`src/rtl/adc_seq_pkg.sv`:
```
package adc_seq_pkg;

    typedef enum logic [1:0] {
        ST_IDLE = 2'd0,
        ST_REG  = 2'd1,
        ST_INJ  = 2'd2
    } seq_state_e;

    localparam int HC_W      = 10;   // half-cycle counter width
    localparam int CONV_HALF = 25;   // 12.5 conversion cycles in half-cycles

    localparam int A_CTRL     = 0;
    localparam int A_LEN      = 1;
    localparam int A_FLAG     = 2;
    localparam int A_INJ_BASE = 8;
    localparam int A_REG_BASE = 16;
    localparam int A_SMP_BASE = 32;

    // sampling length in half ADC cycles for each 3-bit code
    function automatic logic [HC_W-1:0] samp_half(input logic [2:0] code);
        case (code)
            3'd0:    samp_half = HC_W'(3);
            3'd1:    samp_half = HC_W'(15);
            3'd2:    samp_half = HC_W'(27);
            3'd3:    samp_half = HC_W'(57);
            3'd4:    samp_half = HC_W'(83);
            3'd5:    samp_half = HC_W'(111);
            3'd6:    samp_half = HC_W'(143);
            default: samp_half = HC_W'(479);
        endcase
    endfunction

endpackage

```
`src/rtl/adc_seq_cfg.sv`:
```
module adc_seq_cfg #(
    parameter  int NUM_CH    = 16,
    parameter  int REG_SLOTS = 16,
    parameter  int INJ_SLOTS = 4,
    parameter  int ADDR_W    = 6,
    parameter  int CFG_W     = 16,
    localparam int CH_W      = $clog2(NUM_CH),
    localparam int RL_W      = $clog2(REG_SLOTS),
    localparam int IL_W      = $clog2(INJ_SLOTS)
) (
    input  logic              clk,
    input  logic              rst_n,
    input  logic              we,
    input  logic [ADDR_W-1:0] addr,
    input  logic [CFG_W-1:0]  wdata,
    output logic              ctrl_on,
    output logic              ctrl_scan,
    output logic              ctrl_cont,
    output logic              ctrl_dma,
    output logic              ctrl_eoc_ie,
    output logic              ctrl_jeoc_ie,
    output logic [RL_W-1:0]   reg_last,
    output logic [IL_W-1:0]   inj_last,
    output logic [CH_W-1:0]   reg_chan [REG_SLOTS],
    output logic [CH_W-1:0]   inj_chan [INJ_SLOTS],
    output logic [2:0]        smp_code [NUM_CH],
    output logic              clr_eoc,
    output logic              clr_jeoc
);
    import adc_seq_pkg::*;

    logic [5:0] ctrl_q;

    always_ff @(posedge clk or negedge rst_n) begin
        if (!rst_n) begin
            ctrl_q   <= '0;
            reg_last <= '0;
            inj_last <= '0;
            for (int k = 0; k < REG_SLOTS; k++) reg_chan[k] <= '0;
            for (int k = 0; k < INJ_SLOTS; k++) inj_chan[k] <= '0;
            for (int c = 0; c < NUM_CH; c++)    smp_code[c] <= '0;
        end else if (we) begin
            if (addr == ADDR_W'(A_CTRL)) ctrl_q <= wdata[5:0];
            if (addr == ADDR_W'(A_LEN)) begin
                reg_last <= wdata[RL_W-1:0];
                inj_last <= wdata[8 +: IL_W];
            end
            for (int k = 0; k < REG_SLOTS; k++)
                if (addr == ADDR_W'(A_REG_BASE + k)) reg_chan[k] <= wdata[CH_W-1:0];
            for (int k = 0; k < INJ_SLOTS; k++)
                if (addr == ADDR_W'(A_INJ_BASE + k)) inj_chan[k] <= wdata[CH_W-1:0];
            for (int c = 0; c < NUM_CH; c++)
                if (addr == ADDR_W'(A_SMP_BASE + c)) smp_code[c] <= wdata[2:0];
        end
    end

    assign ctrl_on      = ctrl_q[0];
    assign ctrl_scan    = ctrl_q[1];
    assign ctrl_cont    = ctrl_q[2];
    assign ctrl_dma     = ctrl_q[3];
    assign ctrl_eoc_ie  = ctrl_q[4];
    assign ctrl_jeoc_ie = ctrl_q[5];
    assign clr_eoc      = we && (addr == ADDR_W'(A_FLAG)) && wdata[0];
    assign clr_jeoc     = we && (addr == ADDR_W'(A_FLAG)) && wdata[1];

endmodule

```
`src/rtl/adc_seq_timer.sv`:
```
module adc_seq_timer (
    input  logic       clk,
    input  logic       rst_n,
    input  logic       load,
    input  logic       run,
    input  logic [2:0] code,
    output logic       sample_on,
    output logic       done
);
    import adc_seq_pkg::*;

    logic [HC_W-1:0] hc_q;
    logic [HC_W-1:0] samp_hc;
    logic [HC_W-1:0] total_hc;

    assign samp_hc  = samp_half(code);
    assign total_hc = samp_hc + HC_W'(CONV_HALF);

    // advances two half-cycles per ADC clock
    always_ff @(posedge clk or negedge rst_n) begin
        if (!rst_n)    hc_q <= '0;
        else if (load) hc_q <= '0;
        else if (run)  hc_q <= hc_q + HC_W'(2);
    end

    assign sample_on = run && (hc_q < samp_hc);
    assign done      = run && ((hc_q + HC_W'(2)) == total_hc);

endmodule

```
`src/rtl/adc_seq_results.sv`:
```
module adc_seq_results #(
    parameter  int INJ_SLOTS = 4,
    parameter  int RES_W     = 12,
    parameter  int DR_W      = 16,
    localparam int IL_W      = $clog2(INJ_SLOTS)
) (
    input  logic                      clk,
    input  logic                      rst_n,
    input  logic                      reg_done,
    input  logic                      inj_done,
    input  logic [IL_W-1:0]           inj_slot,
    input  logic [RES_W-1:0]          result,
    input  logic                      rd_dr,
    input  logic                      rd_jdr,
    input  logic                      clr_eoc,
    input  logic                      clr_jeoc,
    input  logic                      dma_en,
    input  logic                      eoc_ie,
    input  logic                      jeoc_ie,
    output logic [DR_W-1:0]           dr_out,
    output logic [INJ_SLOTS*DR_W-1:0] jdr_out,
    output logic                      eoc,
    output logic                      jeoc,
    output logic                      irq,
    output logic                      dma_req
);
    logic [DR_W-1:0] aligned;
    logic [DR_W-1:0] jdr_q [INJ_SLOTS];

    assign aligned = {{(DR_W-RES_W){1'b0}}, result};

    always_ff @(posedge clk or negedge rst_n) begin
        if (!rst_n) begin
            dr_out  <= '0;
            eoc     <= 1'b0;
            jeoc    <= 1'b0;
            dma_req <= 1'b0;
            for (int k = 0; k < INJ_SLOTS; k++) jdr_q[k] <= '0;
        end else begin
            dma_req <= reg_done && dma_en;
            if (reg_done) begin
                dr_out <= aligned;
                eoc    <= 1'b1;
            end else if (clr_eoc || rd_dr) begin
                eoc    <= 1'b0;
            end
            if (inj_done) begin
                jdr_q[inj_slot] <= aligned;
                jeoc            <= 1'b1;
            end else if (clr_jeoc || rd_jdr) begin
                jeoc            <= 1'b0;
            end
        end
    end

    for (genvar k = 0; k < INJ_SLOTS; k++) begin : g_jdr
        assign jdr_out[k*DR_W +: DR_W] = jdr_q[k];
    end

    assign irq = (eoc && eoc_ie) || (jeoc && jeoc_ie);

endmodule

```
`src/rtl/adc_seq_ctrl.sv`:
```
module adc_seq_ctrl
    import adc_seq_pkg::*;
#(
    parameter  int NUM_CH    = 16,
    parameter  int REG_SLOTS = 16,
    parameter  int INJ_SLOTS = 4,
    parameter  int RES_W     = 12,
    parameter  int DR_W      = 16,
    parameter  int ADDR_W    = 6,
    parameter  int CFG_W     = 16,
    localparam int CH_W      = $clog2(NUM_CH),
    localparam int RL_W      = $clog2(REG_SLOTS),
    localparam int IL_W      = $clog2(INJ_SLOTS)
) (
    input  logic                      clk,
    input  logic                      rst_n,
    input  logic                      cfg_we,
    input  logic [ADDR_W-1:0]         cfg_addr,
    input  logic [CFG_W-1:0]          cfg_wdata,
    input  logic                      rd_dr,
    input  logic                      rd_jdr,
    input  logic                      trig_reg,
    input  logic                      trig_inj,
    input  logic [RES_W-1:0]          conv_result,
    output logic [CH_W-1:0]           chan_sel,
    output logic                      sample_on,
    output logic                      convert_on,
    output logic [DR_W-1:0]           dr_out,
    output logic [INJ_SLOTS*DR_W-1:0] jdr_out,
    output logic                      eoc,
    output logic                      jeoc,
    output logic                      irq,
    output logic                      dma_req
);
    logic            ctrl_on, ctrl_scan, ctrl_cont, ctrl_dma, ctrl_eoc_ie, ctrl_jeoc_ie;
    logic [RL_W-1:0] reg_last;
    logic [IL_W-1:0] inj_last;
    logic [CH_W-1:0] reg_chan [REG_SLOTS];
    logic [CH_W-1:0] inj_chan [INJ_SLOTS];
    logic [2:0]      smp_code [NUM_CH];
    logic            clr_eoc, clr_jeoc;

    seq_state_e      state, state_nx;
    logic [RL_W-1:0] reg_slot, reg_slot_nx;
    logic [IL_W-1:0] inj_slot, inj_slot_nx;
    logic            resume_pend, resume_nx;
    logic            load, run, done, reg_done, inj_done;
    logic            acc_reg, acc_inj;

    adc_seq_cfg #(
        .NUM_CH(NUM_CH), .REG_SLOTS(REG_SLOTS), .INJ_SLOTS(INJ_SLOTS),
        .ADDR_W(ADDR_W), .CFG_W(CFG_W)
    ) u_cfg (
        .clk(clk), .rst_n(rst_n), .we(cfg_we), .addr(cfg_addr), .wdata(cfg_wdata),
        .ctrl_on(ctrl_on), .ctrl_scan(ctrl_scan), .ctrl_cont(ctrl_cont),
        .ctrl_dma(ctrl_dma), .ctrl_eoc_ie(ctrl_eoc_ie), .ctrl_jeoc_ie(ctrl_jeoc_ie),
        .reg_last(reg_last), .inj_last(inj_last), .reg_chan(reg_chan),
        .inj_chan(inj_chan), .smp_code(smp_code),
        .clr_eoc(clr_eoc), .clr_jeoc(clr_jeoc)
    );

    adc_seq_timer u_timer (
        .clk(clk), .rst_n(rst_n), .load(load), .run(run),
        .code(smp_code[chan_sel]), .sample_on(sample_on), .done(done)
    );

    adc_seq_results #(
        .INJ_SLOTS(INJ_SLOTS), .RES_W(RES_W), .DR_W(DR_W)
    ) u_res (
        .clk(clk), .rst_n(rst_n), .reg_done(reg_done), .inj_done(inj_done),
        .inj_slot(inj_slot), .result(conv_result), .rd_dr(rd_dr), .rd_jdr(rd_jdr),
        .clr_eoc(clr_eoc), .clr_jeoc(clr_jeoc), .dma_en(ctrl_dma),
        .eoc_ie(ctrl_eoc_ie), .jeoc_ie(ctrl_jeoc_ie), .dr_out(dr_out),
        .jdr_out(jdr_out), .eoc(eoc), .jeoc(jeoc), .irq(irq), .dma_req(dma_req)
    );

    assign acc_inj = ctrl_on && trig_inj && (state != ST_INJ);
    assign acc_reg = ctrl_on && trig_reg && (state == ST_IDLE);

    // next-state and transition decisions
    always_comb begin
        state_nx    = state;
        reg_slot_nx = reg_slot;
        inj_slot_nx = inj_slot;
        resume_nx   = resume_pend;
        load        = 1'b0;
        reg_done    = 1'b0;
        inj_done    = 1'b0;
        if (!ctrl_on) begin
            state_nx    = ST_IDLE;                  // disable
            resume_nx   = 1'b0;
            reg_slot_nx = '0;
        end else begin
            case (state)
                ST_IDLE: begin
                    if (acc_inj) begin              // start-injected
                        state_nx    = ST_INJ;
                        inj_slot_nx = '0;
                        load        = 1'b1;
                    end else if (acc_reg) begin     // start-regular
                        state_nx    = ST_REG;
                        reg_slot_nx = '0;
                        load        = 1'b1;
                    end
                end
                ST_REG: begin
                    if (acc_inj) begin              // preempt
                        state_nx    = ST_INJ;
                        inj_slot_nx = '0;
                        resume_nx   = 1'b1;
                        load        = 1'b1;
                    end else if (done) begin
                        reg_done = 1'b1;
                        if (ctrl_scan && (reg_slot != reg_last)) begin
                            reg_slot_nx = reg_slot + 1'b1;   // next-slot
                            load        = 1'b1;
                        end else if (ctrl_cont) begin
                            reg_slot_nx = '0;                // wrap
                            load        = 1'b1;
                        end else begin
                            state_nx    = ST_IDLE;           // finish
                            reg_slot_nx = '0;
                        end
                    end
                end
                ST_INJ: begin
                    if (done) begin
                        inj_done = 1'b1;
                        if (ctrl_scan && (inj_slot != inj_last)) begin
                            inj_slot_nx = inj_slot + 1'b1;   // next-slot
                            load        = 1'b1;
                        end else if (resume_pend) begin
                            state_nx  = ST_REG;              // resume
                            resume_nx = 1'b0;
                            load      = 1'b1;
                        end else begin
                            state_nx  = ST_IDLE;             // finish
                        end
                    end
                end
                default: state_nx = ST_IDLE;
            endcase
        end
    end

    always_ff @(posedge clk or negedge rst_n) begin
        if (!rst_n) begin
            state       <= ST_IDLE;
            reg_slot    <= '0;
            inj_slot    <= '0;
            resume_pend <= 1'b0;
        end else begin
            state       <= state_nx;
            reg_slot    <= reg_slot_nx;
            inj_slot    <= inj_slot_nx;
            resume_pend <= resume_nx;
        end
    end

    // outputs toward the converter core
    always_comb begin
        run        = (state != ST_IDLE);
        chan_sel   = (state == ST_INJ) ? inj_chan[inj_slot] : reg_chan[reg_slot];
        convert_on = run && !sample_on;
    end

endmodule

```
`config.mk`:
```
export PLATFORM = sky130hd
export DESIGN_NAME = adc_seq_ctrl
export DESIGN_NICKNAME = d
export VERILOG_FILES = /design/src/rtl/adc_seq_pkg.sv /design/src/rtl/adc_seq_cfg.sv /design/src/rtl/adc_seq_timer.sv /design/src/rtl/adc_seq_results.sv /design/src/rtl/adc_seq_ctrl.sv
export SDC_FILE = /design/constraint.sdc
export NUM_CORES = 1
export LEC_CHECK = 0
export BUFFER_PORTS_ARGS = -buffer_cell sky130_fd_sc_hd__buf_4
export CORE_ASPECT_RATIO = 1.25
export CORE_MARGIN = 5
export CORE_UTILIZATION = 60
export CTS_BUF_LIST = sky130_fd_sc_hd__clkbuf_8
export CTS_CLUSTER_DIAMETER = 150
export DETAILED_ROUTE_END_ITERATION = 8
export GPL_TIMING_DRIVEN = 0
export PLACE_DENSITY = 0.82
export SLEW_MARGIN = 5
export SYNTH_ARGS = -nofsm -noshare
export SYNTH_HDL_FRONTEND = slang
export SYNTH_SLANG_ARGS = --single-unit
```
`constraint.sdc`:
```
create_clock -name clk -period 11.8 [get_ports clk]
set_input_delay 0.59 -clock clk [delete_from_list [all_inputs] [get_ports clk]]
set_output_delay 0.59 -clock clk [all_outputs]
set_load 0.02 [all_outputs]
```
# [Word-level counts from Yosys, hierarchy flattened]
# Index checks and enable logic that the tools add are counted.
[totals] mem_count=0 in_bits=41 latchBits=0 ff_bits=238 out_inout_bits=90 ramBits=0 elab_cells=265 mem_bits_ro=0
[op_classes] div=0 bitwise=3 eq_ne=66 shifts=0 add_sub_neg=4 n_reduce_logical=71 mul=0 order_cmp=5 mux=64
[op_table] operator="6-bit by 5-bit equality test with 1-bit output (second input constant)" n=16
[op_table] operator="6-bit equality test (second input constant)" n=16
[op_table] operator="2-bit AND reduction" n=38
[op_table] operator="64-bit bitwise mux" n=1
[op_table] operator="9-bit case mux with 7 select lines" n=1
[op_table] operator="4-bit two-way mux" n=11
[op_table] operator="16-bit demux with 2-bit select" n=1
[op_table] operator="3-bit inequality test (second input constant)" n=9
[op_table] operator="1-bit two-way mux" n=25
[op_table] operator="6-bit by 4-bit equality test with 1-bit output (second input constant)" n=4
[op_table] operator="2-bit two-way mux" n=12
[op_table] operator="10-bit two-way mux" n=2
[op_table] operator="4-bit binary-select mux with 4-bit select" n=1
[op_table] operator="1-bit logical AND" n=16
[op_table] operator="16-bit two-way mux" n=1
[op_table] operator="4-bit inequality test (second input constant)" n=4
[op_table] operator="3-bit binary-select mux with 4-bit select" n=1
[op_table] operator="10-bit by 2-bit adder with 10-bit output (second input constant)" n=1
[op_table] operator="9-bit by 5-bit adder with 10-bit output (second input constant)" n=1
[op_table] operator="10-bit equality test" n=1
[op_table] operator="5-bit >= comparator (second input constant)" n=2
[op_table] operator="10-bit by 9-bit < comparator with 1-bit output" n=1
[op_table] operator="4-bit NOT with 5-bit output" n=2
[op_table] operator="5-bit AND reduction" n=2
[op_table] operator="32 further kinds" n=44

# [Logic depth before layout (Yosys ltp)]
[depth] word_depth=19 depth_mapped=29 ltp_nobuf=24

# [Hierarchy]
# From an unflattened synthesis, not the netlist that was laid out.
[hier_totals] cells_unflattened=868 hier_area_um2=11180.7
[modules_own_cells] mod="adc_seq_cfg" area_each_um2=5636.7 instances=1 cells_per_inst=368 seq_area_each_um2=3503.4
[modules_own_cells] mod="adc_seq_results" area_each_um2=2521.2 instances=1 cells_per_inst=159 seq_area_each_um2=1576.5
[modules_own_cells] mod="adc_seq_ctrl" area_each_um2=2047.0 instances=1 cells_per_inst=227 seq_area_each_um2=225.2
[modules_own_cells] mod="adc_seq_timer" area_each_um2=975.9 instances=1 cells_per_inst=114 seq_area_each_um2=225.2

# [Worst setup path before layout]
# Ideal clock, no wire load.
[synth_timing] kind="reg-to-reg" from="register state[0]" to="register u_res.jdr_q (netlist bit u_res.jdr_out[10])" synth_period_minus_slack_ps=5700 stages_incl_launch_ff=29 required_ps=11675 arrival_time_ps=5575 setup_time_ps=125 path_buffers=4 slack_ps=6100 cell_sequence="dfrtp_1 > inv_1 > ha_1 > clkbuf_1 > clkbuf_1 > nor3b_1 > a22o_1 > a31o_2 > a21oi_1 > inv_1 > nand3_1 > a22o_1 > a311o_1 > buf_2 > inv_1 > nor2_1 > and2_1 > inv_1 > ha_1 > a21boi_0 > xor2_1 > xnor2_1 > nand2b_1 > or3_1 > and4_4 > a2111oi_4 > nand3_2 > buf_6 > mux2_4"
[synth_via] elab_chain_len=14 word_cells_on_any_way=21 classes_between="1 x add/sub; 8 x eq/ne; 8 x mux; 1 x bitwise; 3 x reduce/logical"
[synth_rtl] item="start, declared" line_no="adc_seq_ctrl.sv:43" rtl="seq_state_e state, state_nx;"
[synth_rtl] item="start signal, assigned" line_no="adc_seq_ctrl.sv:153" rtl="state <= state_nx;"
[synth_rtl] item="2-bit equality test (*)" line_no="adc_seq_ctrl.sv:163" rtl="chan_sel = (state == ST_INJ) ? inj_chan[inj_slot] : reg_chan[reg_slot];"
[synth_rtl] item="4-bit two-way mux (*)" line_no="adc_seq_ctrl.sv:163"
[synth_rtl] item="net chan_sel[2]" line_no="adc_seq_ctrl.sv:25" rtl="output logic [CH_W-1:0] chan_sel,"
[synth_rtl] item="4-bit NOT with 5-bit output (implied by the code) (*)" line_no="adc_seq_ctrl.sv:64" rtl=".code(smp_code[chan_sel]), .sample_on(sample_on), .done(done)"
[synth_rtl] item="3-bit binary-select mux with 4-bit select (*)" line_no="adc_seq_ctrl.sv:64"
[synth_rtl] item="3-bit two-way mux (implied by the code) (*) (2 in series)" line_no="adc_seq_ctrl.sv:64"
[synth_rtl] item="3-bit equality test (tied with other cells)" line_no="adc_seq_pkg.sv:21" rtl="case (code)"
[synth_rtl] item="9-bit case mux with 7 select lines (*)" line_no="adc_seq_pkg.sv:21"
[synth_rtl] item="9-bit by 5-bit adder with 10-bit output (*)" line_no="adc_seq_timer.sv:17" rtl="assign total_hc = samp_hc + HC_W'(CONV_HALF);"
[synth_rtl] item="10-bit equality test (*)" line_no="adc_seq_timer.sv:27" rtl="assign done = run && ((hc_q + HC_W'(2)) == total_hc);"
[synth_rtl] item="1-bit logical AND (*)" line_no="adc_seq_timer.sv:27"
[synth_rtl] item="1-bit two-way mux (*)" line_no="adc_seq_ctrl.sv:127" rtl="if (done) begin"
[synth_rtl] item="1-bit two-way mux (*)" line_no="adc_seq_ctrl.sv:94" rtl="case (state)"
[synth_rtl] item="1-bit two-way mux (*)" line_no="adc_seq_ctrl.sv:89" rtl="if (!ctrl_on) begin"
[synth_rtl] item="end signal, assigned by index" line_no="adc_seq_results.sv:48" rtl="jdr_q[inj_slot] <= aligned;"
[synth_rtl] item="end, declared" line_no="adc_seq_results.sv:28" rtl="logic [DR_W-1:0] jdr_q [INJ_SLOTS];"
# The timed path passes the listed nets; every way through them passes the cells marked *. The select of a mux whose other input is x is not followed.
# A chain may end at the register's enable or synchronous reset.

# [Worst setup path in the final report]
[layout_timing] from="register state[0]" to="register u_res.dr_out[11]"
[layout_via] elab_chain_len=15 word_cells_on_any_way=25 classes_between="1 x add/sub; 10 x eq/ne; 9 x mux; 1 x bitwise; 4 x reduce/logical"
[layout_rtl] item="2-bit equality test" line_no="adc_seq_ctrl.sv:163"
[layout_rtl] item="4-bit two-way mux" line_no="adc_seq_ctrl.sv:163"
[layout_rtl] item="4-bit NOT with 5-bit output (implied by the code)" line_no="adc_seq_ctrl.sv:64"
[layout_rtl] item="3-bit binary-select mux with 4-bit select" line_no="adc_seq_ctrl.sv:64"
[layout_rtl] item="3-bit two-way mux (implied by the code) (2 in series)" line_no="adc_seq_ctrl.sv:64"
[layout_rtl] item="3-bit equality test (tied with other cells)" line_no="adc_seq_pkg.sv:21"
[layout_rtl] item="9-bit case mux with 7 select lines" line_no="adc_seq_pkg.sv:21"
[layout_rtl] item="9-bit by 5-bit adder with 10-bit output" line_no="adc_seq_timer.sv:17"
[layout_rtl] item="10-bit equality test" line_no="adc_seq_timer.sv:27"
[layout_rtl] item="1-bit logical AND" line_no="adc_seq_timer.sv:27"
[layout_rtl] item="1-bit two-way mux" line_no="adc_seq_ctrl.sv:112" rtl="end else if (done) begin"
[layout_rtl] item="1-bit two-way mux" line_no="adc_seq_ctrl.sv:107" rtl="if (acc_inj) begin"
[layout_rtl] item="1-bit two-way mux (*)" line_no="adc_seq_ctrl.sv:94"
[layout_rtl] item="1-bit two-way mux (*)" line_no="adc_seq_ctrl.sv:89"
[layout_rtl] item="end signal, assigned" line_no="adc_seq_results.sv:42" rtl="dr_out <= aligned;"
[layout_rtl] item="end, declared" line_no="adc_seq_results.sv:20" rtl="output logic [DR_W-1:0] dr_out,"
# Every way passes the cells marked *; elsewhere a longest branch is shown, timed or not. The select of a mux whose other input is x is not followed.

==> impl_metrics.json <==
{
  "outcome": "finished clean",
  "gp_congestion": 0.890,
  "drt-vias-per-instance": 6.00,
  "grt_overflow": 0,
  "synth_cell_types": 72,
  "maxCapViolCount": 0,
  "postLayoutCoreUtil_pct": 70.9,
  "critPathMaxFanout": 10,
  "num_rows": 56,
  "ctsHtreeMaxLevel": 2,
  "startpoint_type": "flip-flop",
  "cts_buffer_depth": 3,
  "powerDensity_nw_per_um2": 155,
  "synth-edff-count": 0,
  "rr_worst_depth": 26,
  "max_stage_delay_ps": 590,
  "synth_most_common_cell": "dfrtp_1",
  "dp_hpwl_mm": 19.8,
  "r2r-start": "state[0]",
  "synth_seq_area_share_pct": 48.3,
  "dp_slack_ps": 4980,
  "synth-main-ff-cell": "dfrtp_1",
  "cp.depth": 26,
  "path_clk_slew_ps": 60,
  "worst_r2r_endpoint": "u_res.dr_out[11]",
  "gr-usage-all-layers_pct": 25.6,
  "critPathBufInv": 6,
  "grt_max_degree": 120,
  "syn_avg_cell_area_um2": 12.3,
  "synth_fa_ha_area_share_pct": 2.30,
  "setup_ws_ps": 4930,
  "post-cts-setup-buffers": 0,
  "critical_path.most_common_cell": "clkbuf_1",
  "synth-seq-cells": 221,
  "cp_top_family": "compound AO/OA/AOI/OAI gates",
  "synth_commonest_cells": "221 x dfrtp_1, 155 x mux2_2, 51 x nand2_1, 49 x mux2_4, 44 x nor2_1",
  "synthTopCellsByArea": "dfrtp_1 48%, mux2_2 15%, mux2_4 6.4%",
  "critPathRequiredTime_ps": 12210,
  "die_h_um": 164,
  "rsz0062_at_grt": "false",
  "setup_viol": 0,
  "slowest_stage": "a211oi_1",
  "ctsResizeCount": 0,
  "synthesis.area_um2": 11400,
  "antenna_found_initial": 0,
  "grt_pass1_vias": 8372,
  "wl_mm": 27.7,
  "synthArstFlopShare_pct": 100,
  "start_util_pct": 61.0,
  "finalCritPeriodShare_pct": 58.2,
  "peakVddDrop_v": 0.000126,
  "synth_top_cell_area_share_pct": 48.3,
  "dieWidth_um": 134,
  "synth_mux_area_share_pct": 26.0,
  "cts_tree": "built",
  "die_area_um2": 22000,
  "yosys.area_share.simple_pct": 9.23,
  "hold_violations": 0,
  "skew_ps": 23.4,
  "drive_above_1_share_pct": 37.9,
  "ios": 131,
  "core_area_um2": 18800,
  "synth_top_family_by_area": "multiplexers",
  "drv_slew": 0,
  "wl_per_cell_um": 20.7,
  "nNetsFinal": 1147,
  "drc": 0,
  "setup_tns_ps": 0,
  "cts_num_sinks": 221,
  "slew_headroom_pct": 25.5,
  "synth_warnings": 0,
  "worstSkewPairLatency_ps": 540,
  "max_freq_mhz": 146,
  "drtPass1Iterations": 5,
  "cp-end-kind": "flip-flop",
  "synth_cells": 928,
  "hold_class": "in -> async",
  "worst_pin_slew_ps": 1110,
  "synthXorXnorAreaFrac_pct": 2.37,
  "finalCriticalPeriod_ps": 6870,
  "critical_path_class": "reg -> reg",
  "r2r_setup_slack_ps": 4930,
  "vias": 8060,
  "yosysTopAreaCell": "dfrtp_1",
  "holdBufCountCts": 0,
  "drtAntennaViolNets": 0,
  "cts_made_buffers": 37,
  "cts_root_buf": "clkbuf_8",
  "arrival_ps": 7280,
  "grt_pass1_wl_mm": 44.5,
  "diodes": 0,
  "synth_compound_area_share_pct": 7.27,
  "drtIter0Drc": 626,
  "leakage_uw": 0.00642,
  "area_delta_synth_final_pct": 16.3,
  "port_buffers": 98
}
## metal layers
layer / GRT usage, % / up-vias / share of wire (%) / wire (um)
li1: - / 3624 / - / -
met1: 31.8 / 4022 / 40 / 11200
met2: 43.6 / 336 / 49 / 13600
met3: 4.88 / 78 / 6.5 / 1800
met4: 11.9 / 0 / 4.2 / 1180
met5: 0 / - / 0 / 0
## through the flow
step / instance area, um^2 / hold WS, ps / power (uW) / std cells
5_1_grt: 13300 / 127 / 2170 / 1343
3_5_place_dp: 12600 / 492 / 1390 / 1278
6_report: 13300 / 89.3 / 2060 / 1343
3_3_place_gp: 12500 / 482 / 1370 / 1277
4_1_cts: 13300 / 116 / 2070 / 1343
2_1_floorplan: 11500 / 294 / 1250 / 947
## placed cells by master (no fill, tap or decap), drive strengths merged, types with 7 or more instances in the layout
cell / n
a31oi: 8
xor2: 12
nor3: 7
nand3: 37
buf: 140
mux2i: 20
nor2b: 14
a22oi: 13
inv: 42
nand2b: 7
clkbuf: 75
mux2: 204
o211ai: 8
nand2: 51
dfrtp: 221
a21oi: 15
o21ai: 26
xnor2: 19
mux4: 13
conb: 20
nor2: 45
ha: 21
## state kept, by name (all words and copies together) (netlist names)
signal / flops
inj_slot: 2
reg_slot: 4
resume_pend: 1
state: 2
u_cfg.ctrl_q: 6
u_cfg.inj_chan: 16
u_cfg.inj_last: 2
u_cfg.reg_chan: 64
u_cfg.reg_last: 4
u_cfg.smp_code: 48
u_res.dma_req: 1
u_res.dr_out: 12
u_res.eoc: 1
u_res.jdr_out: 48
u_res.jeoc: 1
u_timer.hc_q: 9
## how the worst max path moves through the flow
stage / from / end / slack [ps]
after floorplan: state[0] / u_res.jdr_out[10] / 6100
after global routing: reg_slot[1] / u_res.dr_out[4] / 4290
final: state[0] / u_res.dr_out[11] / 4930
after CTS: reg_slot[1] / u_res.dr_out[6] / 4930
after detailed placement: state[0] / u_res.dr_out[6] / 4980
after global placement: reg_slot[1] / u_res.dr_out[9] / 4990
## where the power goes
group	switching, uW	leakage (uW)	internal, uW
sequential	53.3	0.00287	841
clock	305	0.000432	367
combinational	271	0.00312	224
## worst register-to-register path: stages (launching register included)
cell and delay [ps]:
dfrtp_1 420, inv_1 100, ha_1 150, clkbuf_1 280, clkbuf_1 440, nor3b_1 110, a22o_1 290, a31o_2 240
a21oi_1 420, a31oi_1 90, a32oi_1 360, nand3_1 170, clkbuf_1 250, nor2_1 190, and2_1 190, inv_1 50
ha_1 220, a21boi_0 310, xor2_1 220, xnor2_1 190, nand2b_1 100, or3_1 330, and4_4 190, a211oi_1 590
nand4_2 310, buf_6 250, mux2_4 310
## logic make-up (layout without fill, tap and decap cells)
family / after synthesis / after routing
AOI/OAI and AO/OA: 115 / 115
DFF: 221 / 221
xor gates and xnor gates: 31 / 31
and+or+nand+nor: 204 / 204
buffers and inverters: 98 / 262
muxes: 237 / 237
adders and majority gates: 21 / 21
other: 1 / 20
## area by class of cell
type	count	area, um^2
sequential	221	5530
multi-input combinational	628	5470
fill	1312	5470
timing repair buffer	99	771
clock buffer	45	619
buffer	71	415
tap	232	290
clock inverter	20	111
inverter	27	101
Note: power is estimated with default switching activity, not from simulation.
